$ cat config.mk
export PLATFORM = sky130hd
export DESIGN_NAME = sine_systolic_chain
export DESIGN_NICKNAME = d
export VERILOG_FILES = /design/src/rtl/sine_pkg.sv /design/src/rtl/sine_stage.sv /design/src/rtl/sine_out_fmt.sv /design/src/rtl/sine_systolic_chain.sv
export SDC_FILE = /design/constraint.sdc
export NUM_CORES = 2
export LEC_CHECK = 0
export BUFFER_PORTS_ARGS = -buffer_cell sky130_fd_sc_hd__buf_2
export CAP_MARGIN = 0
export CORE_MARGIN = 5
export CORE_UTILIZATION = 40
export DETAILED_ROUTE_END_ITERATION = 7
export PLACE_DENSITY = 0.67
export SETUP_SLACK_MARGIN = 0.15
export SYNTH_ARGS = -nofsm -noshare
export SYNTH_HDL_FRONTEND = slang
export SYNTH_SLANG_ARGS = --single-unit
$ cat constraint.sdc
create_clock -name clk -period 13.4 [get_ports clk]
set_input_delay 2.68 -clock clk [delete_from_list [all_inputs] [get_ports clk]]
set_output_delay 2.68 -clock clk [all_outputs]
set_load 0.02 [all_outputs]
$ cat src/rtl/sine_pkg.sv
package sine_pkg;

   // Factorial of the odd index 2k+1 seen by stage k.
   function automatic longint odd_fact(input int k);
      longint acc;
      acc = 1;
      for (int i = 2; i <= 2 * k + 1; i++) begin
         acc = acc * longint'(i);
      end
      return acc;
   endfunction

   // Rounded reciprocal of that factorial with frac fractional bits.
   function automatic longint recip_q(input int k, input int frac);
      longint f;
      f = odd_fact(k);
      return ((longint'(1) <<< frac) + f / 2) / f;
   endfunction

endpackage

$ cat src/rtl/sine_stage.sv
module sine_stage #(
   parameter int IDX      = 0,
   parameter int ANG_W    = 16,
   parameter int ANG_FRAC = 14,
   parameter int A_W      = 20,
   parameter int SUM_W    = 20,
   parameter int SUM_FRAC = 16,
   parameter int REC_FRAC = 20,
   parameter int P_W      = 8,
   parameter int F_W      = 24
) (
   input  logic                    clk,
   input  logic                    rst,
   input  logic                    v_i,
   input  logic signed [ANG_W-1:0] x_i,
   input  logic signed [A_W-1:0]   a_i,
   input  logic signed [SUM_W-1:0] s_i,
   input  logic [P_W-1:0]          p_i,
   input  logic [F_W-1:0]          f_i,
   input  logic                    u_i,
   output logic                    v_o,
   output logic signed [ANG_W-1:0] x_o,
   output logic signed [A_W-1:0]   a_o,
   output logic signed [SUM_W-1:0] s_o,
   output logic [P_W-1:0]          p_o,
   output logic [F_W-1:0]          f_o,
   output logic                    u_o
);

   localparam int PAX_W = A_W + ANG_W;
   localparam int REC_W = REC_FRAC + 2;
   localparam int PT_W  = A_W + REC_W;
   localparam int T_SH  = ANG_FRAC + REC_FRAC - SUM_FRAC;

   localparam logic signed [REC_W-1:0] RECIP   = REC_W'(sine_pkg::recip_q(IDX, REC_FRAC));
   localparam logic signed [PAX_W-1:0] AX_HALF = PAX_W'(1) <<< (ANG_FRAC - 1);
   localparam logic signed [PT_W-1:0]  T_HALF  = PT_W'(1) <<< (T_SH - 1);

   if (T_SH < 1) begin : g_bad_shift
      $error("sine_stage: reciprocal precision too low for the sum format");
   end
   if (ANG_FRAC < 1) begin : g_bad_frac
      $error("sine_stage: angle needs fractional bits");
   end

   logic signed [PAX_W-1:0] ax_full;
   logic signed [A_W-1:0]   ax;
   logic signed [PAX_W-1:0] pow_full;
   logic signed [A_W-1:0]   pow_nx;
   logic signed [PT_W-1:0]  t_full;
   logic signed [SUM_W-1:0] term;
   logic                    neg_nx;
   logic signed [SUM_W-1:0] sum_nx;
   logic [P_W-1:0]          p_nx;
   logic [F_W-1:0]          p_ext;
   logic [F_W-1:0]          f_nx;

   always_comb begin
      // a_in * x, rounded back to the power-term format
      ax_full  = a_i * x_i;
      ax       = A_W'((ax_full + AX_HALF) >>> ANG_FRAC);
      // next power term a_in * x^2 = (a_in * x) * x
      pow_full = ax * x_i;
      pow_nx   = A_W'((pow_full + AX_HALF) >>> ANG_FRAC);
      // a_in * x / f_in through the constant reciprocal
      t_full   = ax * RECIP;
      term     = SUM_W'((t_full + T_HALF) >>> T_SH);
      neg_nx   = ~u_i;
      sum_nx   = neg_nx ? (s_i - term) : (s_i + term);
      p_nx     = p_i + P_W'(2);
      p_ext    = F_W'(p_i);
      f_nx     = (p_ext + F_W'(2)) * (p_ext + F_W'(1)) * f_i;
   end

   always_ff @(posedge clk) begin
      if (rst) begin
         v_o <= 1'b0;
      end else begin
         v_o <= v_i;
      end
   end

   always_ff @(posedge clk) begin
      x_o <= x_i;
      a_o <= pow_nx;
      s_o <= sum_nx;
      p_o <= p_nx;
      f_o <= f_nx;
      u_o <= neg_nx;
   end

   // reset clears this stage's valid flag
   assert_reset_clear_R1: assert property (@(posedge clk) rst |=> !v_o);

   if (IDX > 0) begin : g_state_chk
      // the series state handed over by the previous stage matches this index
      assert_series_state_R4: assert property (@(posedge clk) disable iff (rst)
         v_i |-> ((p_i == P_W'(2 * IDX + 1)) &&
                  (f_i == F_W'(sine_pkg::odd_fact(IDX))) &&
                  (u_i == ((IDX % 2) == 0))));
   end

endmodule

$ cat src/rtl/sine_out_fmt.sv
module sine_out_fmt #(
   parameter int SUM_W    = 20,
   parameter int SUM_FRAC = 16,
   parameter int OUT_W    = 16,
   parameter int OUT_FRAC = 15
) (
   input  logic signed [SUM_W-1:0] s_i,
   output logic signed [OUT_W-1:0] y_o
);

   localparam int SH = SUM_FRAC - OUT_FRAC;
   localparam logic signed [SUM_W-1:0] Y_MAX = SUM_W'((longint'(1) <<< (OUT_W - 1)) - 1);
   localparam logic signed [SUM_W-1:0] Y_MIN = -Y_MAX - SUM_W'(1);

   if (SH < 0) begin : g_bad_frac
      $error("sine_out_fmt: output has more fraction bits than the sum");
   end
   if (OUT_W > SUM_W) begin : g_bad_width
      $error("sine_out_fmt: output wider than the sum");
   end

   logic signed [SUM_W-1:0] scaled;

   if (SH > 0) begin : g_round
      localparam logic signed [SUM_W-1:0] HALF = SUM_W'(1) <<< (SH - 1);
      assign scaled = (s_i + HALF) >>> SH;
   end else begin : g_pass
      assign scaled = s_i;
   end

   always_comb begin
      if (scaled > Y_MAX) begin
         y_o = OUT_W'(Y_MAX);
      end else if (scaled < Y_MIN) begin
         y_o = OUT_W'(Y_MIN);
      end else begin
         y_o = OUT_W'(scaled);
      end
   end

endmodule

$ cat src/rtl/sine_systolic_chain.sv
module sine_systolic_chain #(
   parameter int N_TERMS  = 3,
   parameter int ANG_W    = 16,
   parameter int ANG_FRAC = 14,
   parameter int OUT_W    = 16,
   parameter int OUT_FRAC = 15,
   parameter int SUM_FRAC = 16,
   parameter int REC_FRAC = 20
) (
   input  logic                    clk,
   input  logic                    rst,
   input  logic                    in_valid,
   input  logic signed [ANG_W-1:0] in_angle,
   output logic                    out_valid,
   output logic signed [OUT_W-1:0] out_sine,
   output logic signed [ANG_W-1:0] out_angle
);

   localparam int A_W   = ANG_W + 4;
   localparam int SUM_W = SUM_FRAC + 4;
   localparam int P_W   = 8;
   localparam int F_W   = 24;

   if ((N_TERMS < 1) || (N_TERMS > 4)) begin : g_bad_terms
      $error("sine_systolic_chain: N_TERMS must lie in 1..4");
   end
   if ((ANG_W - ANG_FRAC) < 2) begin : g_bad_angle
      $error("sine_systolic_chain: angle format cannot hold pi/2");
   end
   if (OUT_FRAC > SUM_FRAC) begin : g_bad_out
      $error("sine_systolic_chain: sum must carry the output precision");
   end

   logic                    v_c [0:N_TERMS];
   logic signed [ANG_W-1:0] x_c [0:N_TERMS];
   logic signed [A_W-1:0]   a_c [0:N_TERMS];
   logic signed [SUM_W-1:0] s_c [0:N_TERMS];
   logic [P_W-1:0]          p_c [0:N_TERMS];
   logic [F_W-1:0]          f_c [0:N_TERMS];
   logic                    u_c [0:N_TERMS];

   // seed of the first element: empty sum, unit power, index 1, 1! and a negative sign
   assign v_c[0] = in_valid;
   assign x_c[0] = in_angle;
   assign a_c[0] = A_W'(1) <<< ANG_FRAC;
   assign s_c[0] = '0;
   assign p_c[0] = P_W'(1);
   assign f_c[0] = F_W'(1);
   assign u_c[0] = 1'b1;

   for (genvar k = 0; k < N_TERMS; k++) begin : g_pe
      sine_stage #(
         .IDX      (k),
         .ANG_W    (ANG_W),
         .ANG_FRAC (ANG_FRAC),
         .A_W      (A_W),
         .SUM_W    (SUM_W),
         .SUM_FRAC (SUM_FRAC),
         .REC_FRAC (REC_FRAC),
         .P_W      (P_W),
         .F_W      (F_W)
      ) u_pe (
         .clk (clk),
         .rst (rst),
         .v_i (v_c[k]),
         .x_i (x_c[k]),
         .a_i (a_c[k]),
         .s_i (s_c[k]),
         .p_i (p_c[k]),
         .f_i (f_c[k]),
         .u_i (u_c[k]),
         .v_o (v_c[k+1]),
         .x_o (x_c[k+1]),
         .a_o (a_c[k+1]),
         .s_o (s_c[k+1]),
         .p_o (p_c[k+1]),
         .f_o (f_c[k+1]),
         .u_o (u_c[k+1])
      );
   end

   sine_out_fmt #(
      .SUM_W    (SUM_W),
      .SUM_FRAC (SUM_FRAC),
      .OUT_W    (OUT_W),
      .OUT_FRAC (OUT_FRAC)
   ) u_fmt (
      .s_i (s_c[N_TERMS]),
      .y_o (out_sine)
   );

   assign out_valid = v_c[N_TERMS];
   assign out_angle = x_c[N_TERMS];

   // a result only appears where an input was accepted N_TERMS cycles before
   assert_valid_latency_R2: assert property (@(posedge clk) disable iff (rst)
      out_valid |-> $past(in_valid, N_TERMS));

   // the angle beside a result is the one that produced it
   assert_angle_forward_R3: assert property (@(posedge clk) disable iff (rst)
      out_valid |-> (out_angle == $past(in_angle, N_TERMS)));

   // a zero angle that has travelled the chain yields a zero result
   assert_zero_angle_R7: assert property (@(posedge clk) disable iff (rst)
      (out_valid && (out_angle == '0)) |-> (out_sine == '0));

endmodule

==> key figures <==
Worst setup path
  • Worst Setup Start Kind: flip-flop
  • CP max-delay cell: fa_1
  • Max FO, Critical Path: 23
  • Worst Setup EP: g_pe[1].u_pe.s_o[19]
  • CP Capture Type: flip-flop
  • Buf/Inv on CP: 7
  • Reg2reg end: g_pe[1].u_pe.s_o[19]
  • Kind of critical path: reg -> reg
  • Req. time, crit path: 13.76 ns
  • Crit path top cell by count: fa_1
  • Critical path depth: 46
  • Crit path max-delay family: adder cells
  • Worst Setup SP: g_pe[0].u_pe.x_o[9]
  • R2R Path Start: g_pe[0].u_pe.x_o[9]
  • Reg2reg setup slack: 0.60 ns
  • Largest stage delay on the critical path: 0.61 ns
  • WP data arrival: 13.16 ns
  • Worst Reg2Reg Path Length in Cells: 46

Yosys
  • Post-synth EDFFs: 0
  • Part of the Yosys area used for sequential elements: 4.64%
  • Primary FF master, synth: dfxtp_1
  • Largest area contributor in the netlist: fa_1
  • Area fraction of the dominant cell type after synthesis: 47.9%
  • #FFs+latches synth: 131
  • Avg Inst Size Synth: 9.34 µm²
  • Top post-synthesis cells by area: fa_1 (48%), ha_1 (14%), inv_1 (11%), and2_1 (4.8%), dfxtp_1 (4.6%)
  • Yosys warns: 0
  • Netlist cell types: 78
  • Post-Synthesis Cells: 6055
  • Synth Net Count: 8065
  • Mapped cell area: 0.0566 mm²
  • Async SR Flop Fraction: 0%

Placed design
  • GPL Wtd Cong: 0.915
  • Port Buffer Count: 51
  • Post-placement cell area: 0.0600 mm²
  • Detail Placement HPWL: 113 mm

Finish
  • Fill cell count: 13522
  • Most frequent cells in the layout: inv_1 (1591), fa_1 (1352), nand2_1 (658)
  • Multi-input logic area: 0.0476 mm²
  • Layout cells sized above 1: 6.70%
  • FF/Latch Area: 0.00270 mm²
  • Core Util, Final: 43.3%
  • Commonest non-fill, non-tap cell in the layout: inv_1
  • Final net count: 8143
  • Area Growth Syn to Fin: 7.92%
  • Area of all placed cells without fillers: 0.0610 mm²

Min path
  • Hold Crit Depth: 1
  • Hold Crit Class: reg -> reg

Clock network
  • Clock tree from TritonCTS: done
  • Root buffer cell: clkbuf_16
  • CTS H-Tree Depth: 4
  • Clock latency at the later pin of the worst-skew pair: 0.49 ns
  • Clock sink count: 131
  • Num CTS Buffers: 17
  • Hold_buf cts: 0
  • Worst-path clk slew: 0.07 ns
  • Maximum clock path buffer count: 2

Drt
  • Via/cell ratio: 4.90
  • DRT iter0 DRCs: 2004
  • Post-route ant nets: 0
  • Routed WL: 133 mm
  • Vias: 39366
  • DRC viols: 0
  • First-pass DRT Iterations: 5
  • Wire length per cell: 16.5 µm

Outcome
  • Status: completed

Timing
  • Final Cycle Share: 95.5%
  • Final hold slack: 0.441 ns
  • Clock skew: 0.0161 ns
  • Maximum clock rate: 78.2 MHz
  • Max Slew Vio Count: 0
  • RSZ-0062 raised after global routing: true
  • Tmin final: 12.80 ns
  • Tightest Pin Transition: 0.990 ns
  • Headroom to the max-slew limit: 33.3%
  • Setup TNS: 0 ns
  • Final Hold Vio Count: 0
  • Final setup violation count: 0

GRT
  • GRT Residual Overflow: 0
  • Total Routing Usage GR: 18.7%
  • Largest net degree at the start of global routing: 34
  • First-pass GRT wire length: 223 mm
  • Antenna violations before repair: 2
  • Vias in the first global route: 43425

Die
  • Core area: 0.141 mm²
  • FP Rows: 138
  • Die height: 386 µm
  • Die X-Extent: 386 µm
  • I/O pin count: 52
  • Starting density of the core: 40.1%
  • Die ar.: 0.149 mm²

Run
  • Max Cap Viol: 0
==> logic make-up (layout without fill, tap and decap cells) <==
kind of cell / Yosys count / in the layout / synth area share [%]
adders and majority gates: 1991 / 1991 / 62.0
AOI/OAI and AO/OA: 391 / 391 / 4.44
muxes: 8 / 8 / 0.148
and+or+nand+nor: 1482 / 1482 / 12.8
DFF: 131 / 131 / 4.64
other: 1 / 2 / 0.00663
buffers and inverters: 1784 / 1875 / 11.9
xor gates and xnor gates: 267 / 267 / 4.16
==> synthesized netlist by cell type (3+ instances only) <==
master     count
o211ai_1       9
o311ai_0       4
xnor2_1      179
clkbuf_1     181
xor2_1        87
a211oi_1      11
or4b_2         3
nand3b_1       4
o2111ai_1      4
nand4_1       17
buf_1          3
nor2b_1       33
and3_1        29
ha_1         638
fa_1        1353
mux2i_1        5
nor4_1         4
nand2_1      658
a2111oi_0      5
o21ai_0       85
inv_1       1595
or3_1          5
o21bai_1      18
o31ai_1        9
o21ai_1        3
and2_1       430
a21o_1        46
a31o_2         3
a21boi_0       7
or2_2         10
dfxtp_1      131
a21oi_1      122
a31oi_1       10
nor2_1       148
nor3_1        34
a211o_1        4
o21a_1        22
nor3b_1        6
nand2b_1      46
nand3_1       44
mux2_2         3
==> final cells by class <==
type                    instances  share of cell area (%)
multi-input cells            4140                    78.0
inverters                    1597                    9.83
flip-flops and latches        131                    4.43
well taps                    1890                    3.87
repair buffers                246                    2.88
clock buffers                  18                   0.719
clock inverters                14                   0.266
diodes                          1                 0.00410
==> sequential cells by signal (all words and copies together) (netlist names) <==
register       count
g_pe.u_pe.a_o     40
g_pe.u_pe.x_o     47
g_pe.u_pe.v_o      3
g_pe.u_pe.s_o     41
==> worst min-delay path by stage <==
| stage | slack (ns) | from | to |
|---|---|---|---|
| floorplan | 0.35 | g_pe[1].u_pe.x_o[10] | g_pe[2].u_pe.x_o[10] |
| global placement | 0.42 | g_pe[1].u_pe.v_o | g_pe[2].u_pe.v_o |
| detailed placement | 0.43 | g_pe[1].u_pe.v_o | g_pe[2].u_pe.v_o |
| CTS | 0.45 | g_pe[1].u_pe.v_o | g_pe[2].u_pe.v_o |
| global route | 0.47 | g_pe[0].u_pe.v_o | g_pe[1].u_pe.v_o |
| finish | 0.44 | g_pe[0].u_pe.v_o | g_pe[1].u_pe.v_o |
==> layer usage <==
metal	GRT usage (%)	wire length, µm	vias to the layer above
met2	32.4	65900	957
met5	0	0	-
li1	-	-	17951
met3	2.42	6590	236
met1	24.3	56000	20222
met4	5.73	4270	0
==> through the flow <==
stage / worst slack [ns] / cells
2_1_floorplan: 0.153 / 6055
3_3_place_gp: 0.243 / 7988
3_5_place_dp: 0.0287 / 7988
4_1_cts: 0.162 / 8021
5_1_grt: -0.0231 / 8036
6_report: 0.604 / 8037
==> repair_timing <==
item	in CTS	in global routing
endpoints found under the hold margin	0	0
gates resized for setup	9	97
endpoints found under the setup margin	3	19
buffers inserted	1	15
pin swaps	2	42
Power is left out: the tool's default activity adds up to more than one toggle a clock period on the data nets, which glitch-free logic cannot reach.
